**config.mk**
```make
export PLATFORM = sky130hd
export DESIGN_NAME = cell_watch_timer
export DESIGN_NICKNAME = d
export VERILOG_FILES = /design/src/rtl/cwt_pkg.sv /design/src/rtl/cwt_sync.sv /design/src/rtl/cwt_mode.sv /design/src/rtl/cwt_prescaler.sv /design/src/rtl/cwt_alarm.sv /design/src/rtl/cell_watch_timer.sv
export SDC_FILE = /design/constraint.sdc
export NUM_CORES = 1
export LEC_CHECK = 0
export CAP_MARGIN = 30
export CORE_MARGIN = 4
export CORE_UTILIZATION = 25
export CTS_CLUSTER_SIZE = 12
export DETAILED_ROUTE_END_ITERATION = 10
export DONT_BUFFER_PORTS = 1
export PLACE_DENSITY = 0.41
export SLEW_MARGIN = 0
export SYNTH_ARGS = -nofsm -noshare
export SYNTH_HDL_FRONTEND = slang
export SYNTH_SLANG_ARGS = --single-unit
```
**constraint.sdc**
```tcl
create_clock -name clk -period 2.89 [get_ports clk]
set_input_delay 0.578 -clock clk [delete_from_list [all_inputs] [get_ports clk]]
set_output_delay 0.578 -clock clk [all_outputs]
set_load 0.01 [all_outputs]
```
**src/rtl/cwt_pkg.sv**
```systemverilog
// Shared types for the detection timer and alarm controller.
package cwt_pkg;

    // Alarm pad drive style selected by the two-bit setting.
    typedef enum logic [1:0] {
        DRV_PUSHPULL = 2'd0,
        DRV_SINK     = 2'd1,
        DRV_SOURCE   = 2'd2,
        DRV_SPARE    = 2'd3
    } drive_style_e;

endpackage

```
**src/rtl/cwt_sync.sv**
```systemverilog
// Two-flop synchronizer for WIDTH independent asynchronous bits.
// Assumes each bit is a slow level; no bus coherence is promised.
module cwt_sync #(
    parameter int WIDTH = 1
) (
    input  logic             clk,
    input  logic             rst_n,
    input  logic [WIDTH-1:0] d_async,
    output logic [WIDTH-1:0] d_sync
);

    logic [WIDTH-1:0] stage1_q;
    logic [WIDTH-1:0] stage2_q;

    // Purpose: shift the asynchronous levels through two flops.
    always_ff @(posedge clk) begin
        if (!rst_n) begin
            stage1_q <= '0;
            stage2_q <= '0;
        end else begin
            stage1_q <= d_async;
            stage2_q <= stage1_q;
        end
    end

    assign d_sync = stage2_q;

endmodule

```
**src/rtl/cwt_mode.sv**
```systemverilog
// Hysteretic quick-test mode register.
// Entry flag wins over exit flag; with neither flag the mode is held.
// Assumes both flags are already synchronized.
module cwt_mode (
    input  logic clk,
    input  logic rst_n,
    input  logic enter_flag,
    input  logic leave_flag,
    output logic quick_q,
    output logic mode_flip
);

    logic quick_d;

    // Purpose: pick the next mode from the two comparator flags.
    always_comb begin
        if (enter_flag) begin
            quick_d = 1'b1;
        end else if (leave_flag) begin
            quick_d = 1'b0;
        end else begin
            quick_d = quick_q;
        end
    end

    // Purpose: hold the current mode.
    always_ff @(posedge clk) begin
        if (!rst_n) begin
            quick_q <= 1'b0;
        end else begin
            quick_q <= quick_d;
        end
    end

    assign mode_flip = quick_d ^ quick_q;

    AST_ENTER_QUICK: assert property (@(posedge clk) disable iff (!rst_n)
        enter_flag |=> quick_q);
    AST_LEAVE_QUICK: assert property (@(posedge clk) disable iff (!rst_n)
        (leave_flag && !enter_flag) |=> !quick_q);
    AST_HOLD_QUICK: assert property (@(posedge clk) disable iff (!rst_n)
        (!leave_flag && !enter_flag) |=> $stable(quick_q));

endmodule

```
**src/rtl/cwt_prescaler.sv**
```systemverilog
// Detection tick prescaler with two selectable periods.
// A restart clears the count so the next tick is one full period away.
// Assumes both periods are at least two cycles.
module cwt_prescaler #(
    parameter int NORM_CYC  = 400,
    parameter int QUICK_CYC = 100
) (
    input  logic clk,
    input  logic rst_n,
    input  logic quick,
    input  logic restart,
    output logic tick_q
);

    localparam int MAX_CYC = (NORM_CYC > QUICK_CYC) ? NORM_CYC : QUICK_CYC;
    localparam int CW      = $clog2(MAX_CYC);
    localparam logic [CW-1:0] NORM_LAST  = CW'(NORM_CYC - 1);
    localparam logic [CW-1:0] QUICK_LAST = CW'(QUICK_CYC - 1);

    logic [CW-1:0] cnt_q;
    logic [CW-1:0] last_w;

    // Purpose: choose the terminal count for the current mode.
    always_comb begin
        last_w = quick ? QUICK_LAST : NORM_LAST;
    end

    // Purpose: count cycles and pulse the tick at the terminal count.
    always_ff @(posedge clk) begin
        if (!rst_n || restart) begin
            cnt_q  <= '0;
            tick_q <= 1'b0;
        end else if (cnt_q == last_w) begin
            cnt_q  <= '0;
            tick_q <= 1'b1;
        end else begin
            cnt_q  <= cnt_q + 1'b1;
            tick_q <= 1'b0;
        end
    end

    AST_TICK_SINGLE: assert property (@(posedge clk) disable iff (!rst_n)
        tick_q |=> !tick_q);
    AST_RESTART_QUIET: assert property (@(posedge clk) disable iff (!rst_n)
        restart |=> !tick_q);
    AST_CNT_BOUND: assert property (@(posedge clk) disable iff (!rst_n)
        cnt_q <= last_w);

endmodule

```
**src/rtl/cwt_alarm.sv**
```systemverilog
// Registered alarm pad encoder.
// Asserted on either fault or while asleep. Drives data and enable per
// pad style. Assumes the fault flags and style are synchronous to clk.
module cwt_alarm
    import cwt_pkg::*;
(
    input  logic       clk,
    input  logic       rst_n,
    input  logic [1:0] style,
    input  logic       ov_flag,
    input  logic       ow_flag,
    input  logic       sleep_s,
    output logic       pad_o,
    output logic       pad_oe
);

    logic asserted_w;
    logic pad_o_d;
    logic pad_oe_d;

    assign asserted_w = ov_flag | ow_flag | sleep_s;

    // Purpose: map the asserted state onto the pad style.
    always_comb begin
        case (style)
            DRV_SINK: begin
                pad_o_d  = 1'b0;
                pad_oe_d = asserted_w;
            end
            DRV_SOURCE: begin
                pad_o_d  = 1'b1;
                pad_oe_d = asserted_w;
            end
            default: begin
                pad_o_d  = ~asserted_w;
                pad_oe_d = 1'b1;
            end
        endcase
    end

    // Purpose: register the pad pair; released during reset.
    always_ff @(posedge clk) begin
        if (!rst_n) begin
            pad_o  <= 1'b0;
            pad_oe <= 1'b0;
        end else begin
            pad_o  <= pad_o_d;
            pad_oe <= pad_oe_d;
        end
    end

    AST_ALARM_DRIVEN: assert property (@(posedge clk) disable iff (!rst_n)
        (ov_flag || ow_flag || sleep_s) |=> pad_oe);
    AST_PUSHPULL_EN: assert property (@(posedge clk) disable iff (!rst_n)
        (style == DRV_PUSHPULL || style == DRV_SPARE) |=> pad_oe);
    AST_SINK_LEVEL: assert property (@(posedge clk) disable iff (!rst_n)
        (style == DRV_SINK) |=> !pad_o);
    AST_SOURCE_LEVEL: assert property (@(posedge clk) disable iff (!rst_n)
        (style == DRV_SOURCE) |=> pad_o);

endmodule

```
**src/rtl/cell_watch_timer.sv**
```systemverilog
// Detection timer and alarm controller, top level.
// Synchronizes sleep and supply comparator flags, keeps the hysteretic
// quick mode, paces the detection tick and drives the alarm pad pair.
// Assumes CLK_HZ*QUICK_MS/1000 >= 2.
module cell_watch_timer #(
    parameter int CLK_HZ   = 32768,
    parameter int NORM_MS  = 400,
    parameter int QUICK_MS = 100
) (
    input  logic       clk,
    input  logic       rst_n,
    input  logic       sleep_req,
    input  logic       supply_hi_cmp,
    input  logic       supply_lo_cmp,
    input  logic       ov_fault,
    input  logic       ow_fault,
    input  logic [1:0] drive_style,
    output logic       det_tick,
    output logic       quick_mode,
    output logic       sleep_active,
    output logic       alarm_o,
    output logic       alarm_oe
);

    localparam int NORM_CYC  = CLK_HZ * NORM_MS / 1000;
    localparam int QUICK_CYC = CLK_HZ * QUICK_MS / 1000;
    localparam int SYNC_W    = 3;

    logic [SYNC_W-1:0] sync_in;
    logic [SYNC_W-1:0] sync_out;
    logic              sleep_s;
    logic              hi_s;
    logic              lo_s;
    logic              mode_flip;

    assign sync_in = {sleep_req, supply_hi_cmp, supply_lo_cmp};
    assign sleep_s = sync_out[2];
    assign hi_s    = sync_out[1];
    assign lo_s    = sync_out[0];

    cwt_sync #(.WIDTH(SYNC_W)) u_sync (
        .clk     (clk),
        .rst_n   (rst_n),
        .d_async (sync_in),
        .d_sync  (sync_out)
    );

    cwt_mode u_mode (
        .clk        (clk),
        .rst_n      (rst_n),
        .enter_flag (hi_s),
        .leave_flag (lo_s),
        .quick_q    (quick_mode),
        .mode_flip  (mode_flip)
    );

    cwt_prescaler #(
        .NORM_CYC  (NORM_CYC),
        .QUICK_CYC (QUICK_CYC)
    ) u_prescaler (
        .clk     (clk),
        .rst_n   (rst_n),
        .quick   (quick_mode),
        .restart (mode_flip | sleep_s),
        .tick_q  (det_tick)
    );

    cwt_alarm u_alarm (
        .clk     (clk),
        .rst_n   (rst_n),
        .style   (drive_style),
        .ov_flag (ov_fault),
        .ow_flag (ow_fault),
        .sleep_s (sleep_s),
        .pad_o   (alarm_o),
        .pad_oe  (alarm_oe)
    );

    assign sleep_active = sleep_s;

    AST_SLEEP_STILL: assert property (@(posedge clk) disable iff (!rst_n)
        (sleep_active && $past(sleep_active)) |-> !det_tick);

endmodule

```
# Word-level counts from Yosys, hierarchy flattened
# Index checks and enable logic that the tools add are counted.
# Widths: inputs -> output; s select.
[totals] ff_bits=24 in_bits=9 elab_cells=26
[op_classes] addsub=1 eq_ne=3 n_mux=6 n_bitwise=5 reduce_logical=4
[op_table] operator="$add 14x1->14 const B" count=1
[op_table] operator="$eq 14x14->1" count=1
[op_table] operator="$mux 14" count=1
[op_table] operator="$mux 1" count=4
[op_table] operator="$reduce_or 2->1" count=2
[op_table] operator="$or 1x1->1" count=3
[op_table] operator="$eq 2x1->1 const B" count=1
[op_table] operator="$eq 2x2->1 const B" count=1
[op_table] operator="$pmux 1 s2" count=1
[op_table] operator="$logic_not 1->1" count=1
[op_table] operator="$logic_or 1x1->1" count=1
[op_table] operator="$not 1->1" count=1
[op_table] operator="$xor 1x1->1" count=1

# Depth between registers and ports, before layout
[depth] depth_word=6 mapped_depth=5 mapped_depth_nobuf=5

# Hierarchy
# Synthesis repeated with hierarchy kept, for this count alone.
[unflattened] hier_cells=105 area_unflattened_um2=1031.0
[modules_own_cells] mod="cwt_prescaler" instances=1 cells_per_inst=78 area_each_um2=733.2 seq_area_each_um2=300.3
[modules_own_cells] mod="cwt_sync" instances=1 cells_per_inst=12 area_each_um2=157.7 seq_area_each_um2=120.1
[modules_own_cells] mod="cwt_alarm" instances=1 cells_per_inst=9 area_each_um2=86.3 seq_area_each_um2=40.0
[modules_own_cells] mod="cwt_mode" instances=1 cells_per_inst=5 area_each_um2=47.5 seq_area_each_um2=20.0
[modules_own_cells] mod="cell_watch_timer" instances=1 cells_per_inst=1 area_each_um2=6.3 seq_area_each_um2=0.0

# Worst setup path before layout
# No wires, ideal clock.
[synth_path] path_type="register -> register" from="register u_mode.quick_q" to="register u_prescaler.cnt_q[2]" arrival_time_ns=1.611 t_required_ns=2.760 path_slack_ns=1.149 stages_incl_launch_ff=6 path_cell_list="dfxtp_1 -> nand2b_1 -> or4_4 -> a221oi_4 -> buf_6 -> nor3_1"
[synth_between] elab_chain_cells=6
[synth_rtl] item="start, declared" line_no="cwt_mode.sv:9" rtl="output logic quick_q,"
[synth_rtl] item="start signal, assigned" line_no="cwt_mode.sv:31" rtl="quick_q <= quick_d;"
[synth_rtl] item="$mux 1" line_no="cwt_mode.sv:19" rtl="end else if (leave_flag) begin"
[synth_rtl] item="$mux 1" line_no="cwt_mode.sv:17" rtl="if (enter_flag) begin"
[synth_rtl] item="$xor 1x1->1" line_no="cwt_mode.sv:35" rtl="assign mode_flip = quick_d ^ quick_q;"
[synth_rtl] item="$or 1x1->1" line_no="cell_watch_timer.sv:64" rtl=".restart (mode_flip | sleep_s),"
[synth_rtl] item="$logic_or 1x1->1" line_no="cwt_prescaler.sv:30" rtl="if (!rst_n || restart) begin"
[synth_rtl] item="$reduce_or 2->1 (no line) *"
[synth_rtl] item="end signal, assigned" line_no="cwt_prescaler.sv:37" rtl="cnt_q <= cnt_q + 1'b1;"
[synth_rtl] item="end, declared" line_no="cwt_prescaler.sv:20" rtl="logic [CW-1:0] cnt_q;"
# Every way passes the cells marked *; elsewhere a longest branch is shown, timed or not.
# A chain may end at the register's enable or synchronous reset.

# Final worst setup path
[layout_path] from="register u_mode.quick_q" to="register u_prescaler.tick_q"
[layout_between] elab_chain_cells=5
[layout_rtl] item="$mux 1" line_no="cwt_mode.sv:19"
[layout_rtl] item="$mux 1" line_no="cwt_mode.sv:17"
[layout_rtl] item="$xor 1x1->1" line_no="cwt_mode.sv:35"
[layout_rtl] item="$or 1x1->1" line_no="cell_watch_timer.sv:64"
[layout_rtl] item="$logic_or 1x1->1" line_no="cwt_prescaler.sv:30"
[layout_rtl] item="end signal, assigned" line_no="cwt_prescaler.sv:32" rtl="tick_q <= 1'b0;"
[layout_rtl] item="end signal, assigned" line_no="cwt_prescaler.sv:35" rtl="tick_q <= 1'b1;"
[layout_rtl] item="end signal, assigned" line_no="cwt_prescaler.sv:38" rtl="tick_q <= 1'b0;"
[layout_rtl] item="end, declared" line_no="cwt_prescaler.sv:12" rtl="output logic tick_q"
# Several ways; a longest one is shown, not always the timed one.

==> metrics.txt <==
status complete, no violations; final max-slew violation count 0; syn nets 115; FMAX 0.4826 GHz; Post-DP Area 1065 um2; cell family with most CP delay simple AND/OR/NAND/NOR gates; CP endpoint u_prescaler.tick_q; Net Sw Power 132.5 uW; Crit Path Max Fanout 15; RSZ-0062 raised after global routing no; Clock power frac 44.2%; setup TNS 0 ns; Detail Placement HPWL 1347 um; highest ir drop seen on vdd 198.0 uV; cell taking the most area after synthesis dfxtp_1; EDFF count, synth 0; final instance area 1136 um2; internal power 537.1 uW; DRC 0; core area 3799 um2; dpl ws 0.8006 ns; Area Overhead vs Synth 11.00%; Sink Count 24; largest cells by area after synthesis dfxtp_1, nor3_1, xnor2_1, and2_1, xor2_1; TritonRoute pass-1 iters 4; Mapped Area 1023 um2; Syn. warnings 0; flop and latch count out of synthesis 24; Rows 22; Logic pwr share 3.5%; Min-Delay Path Class input pin to flop; via/cell ratio 4.797; total CTS buffers 3; first-pass GRT wire length 3325 um; post-cts resize count 0; Async SR Flop Fraction 0%; final worst slack 0.8180 ns; r2r endpoint u_prescaler.tick_q; DIE AREA 5182 um2; IO Pins 14; share of the synthesized area in the top cell type 46.94%; Critical Path RT 3.11 ns; ANT cells 0; CP Launch Type flop; number of max-cap violations 0; clock insertion delay at the later pin of the skew report 0.27 ns; CP Launch Point u_mode.quick_q; Initial DRC Count 7; Crit path largest cell delay 0.64 ns; Rel. slew slack 55.18%; CTS Buffer Depth 2; port bufs 0; root buffer cell clkbuf_8; share of cells above drive strength 1 6.667%; final setup fails 0; final worst-path cycle share 71.70%; top_reg_cell synth dfxtp_1; Power Density 589.3 nW/um2; Crit path depth 4; # H-tree levels 1; Mean Syn Cell Area 9.841 um2; vias in the first global route 736; CTS clk-pin slew, worst paths 0.09 ns; Vias 734; largest net degree at the start of global routing 16; crit path DAT 2.29 ns; Post-Route WL 1905 um; Yosys cell types 30; GP Congestion 0.7330; Buf/Inv on CP 0; total track usage 8.199%; Final Skew 0.006574 ns; ANT nets after route 0; CTS tree built; critical path class flop to flop; Slew @ Worst Pin 0.6723 ns; most frequent cells in the layout dfxtp_1, nor3_1, xnor2_1; Sw Share 19.79%; critical path, cell by cell nand2b_1, or4_4, a221oi_4, and4b_1; Worst Setup End Kind flop; hold_ws 0.4220 ns; Starting Density 26.94%; Flop pwr share 52.3%; Die Span Y 71.99 um; Die Wd 71.99 um; grt total ovfl 0; Mapped Cells 104; worst reg2reg setup slack 0.82 ns; register area share after synthesis 46.94%; postcts setup bufs 0; minimum clock period 2.072 ns; commonest non-fill, non-tap cell in the layout dfxtp_1; R2R Path Start u_mode.quick_q; R2R depth 4; leakage 0.0003753 uW; Nets 117; Crit-path slowest cell a221oi_4; routed length per instance 12.45 um; Post-CTS Hold Buffers 0; initial antenna violation count 0; Hold Fails Final Rpt 0
[worst min-delay path by stage]
stage                             to  slack, ns  cells after the start          startpoint
floorplan           u_sync.d_sync[0]       0.41                      1  u_sync.stage1_q[0]
global placement    u_sync.d_sync[2]       0.42                      1  u_sync.stage1_q[2]
detailed placement  u_sync.d_sync[1]       0.42                      1  u_sync.stage1_q[1]
CTS                   u_mode.quick_q       0.42                      1               rst_n
global route        u_sync.d_sync[0]       0.41                      1               rst_n
finish                u_mode.quick_q       0.42                      1               rst_n
[synth_stat cells, drive strengths merged (2+ instances only)]
master	count
and2	6
clkbuf	2
dfxtp	24
ha	2
inv	2
nand2	5
nand3	4
nand4	4
nor2	3
nor2b	3
nor3	19
nor4	2
or4	2
xnor2	8
xor2	4
[metrics by stage]
step | util (%) | total power (uW) | cells
2_1_floorplan | - | 377.0 | 104
3_3_place_gp | 28.03 | 380.9 | 149
3_5_place_dp | 28.03 | 381.8 | 149
4_1_cts | 29.91 | 679.6 | 153
5_1_grt | 29.91 | 697.3 | 153
6_report | 29.91 | 669.5 | 153
[metal layers]
layer	routed length (um)	GRT usage [%]
met1	896	9.544
met2	932	13.78
met3	51	2.078
met4	25	4.384
met5	0	0
[power by group through the flow]
stage	Sequential (uW)	Clock (uW)	Combinational [uW]
6_report	350	296	23.6
5_1_grt	352	318	27.1
4_1_cts	350	305	23.9
3_5_place_dp	358	0	23.8
3_3_place_gp	358	0	22.9
2_1_floorplan	355	0	21.5
[cell type report]
type / instances / area (um2)
inverter: 2 / 7.507
fill: 423 / 2663
multi-input combinational: 75 / 516.7
clock inverter: 1 / 30.03
tap: 48 / 60.06
sequential: 24 / 480.5
clock buffer: 3 / 41.29
[state kept, by name, indices dropped and copies added (netlist names)]
signal / flops
u_alarm.pad_o: 1
u_alarm.pad_oe: 1
u_mode.quick_q: 1
u_prescaler.cnt_q: 14
u_prescaler.tick_q: 1
u_sync.d_sync: 3
u_sync.stage1_q: 3
[kinds of logic after synthesis]
logic type	after synthesis	share of synthesized area, %
and+or+nand+nor	55	30.81
DFF	24	46.94
xor gates and xnor gates	12	10.27
buffers and inverters	5	2.568
AOI/OAI and AO/OA	4	4.890
muxes	2	2.078
adders and majority gates	2	2.445
No activity file was read; power rests on OpenSTA's default activity.
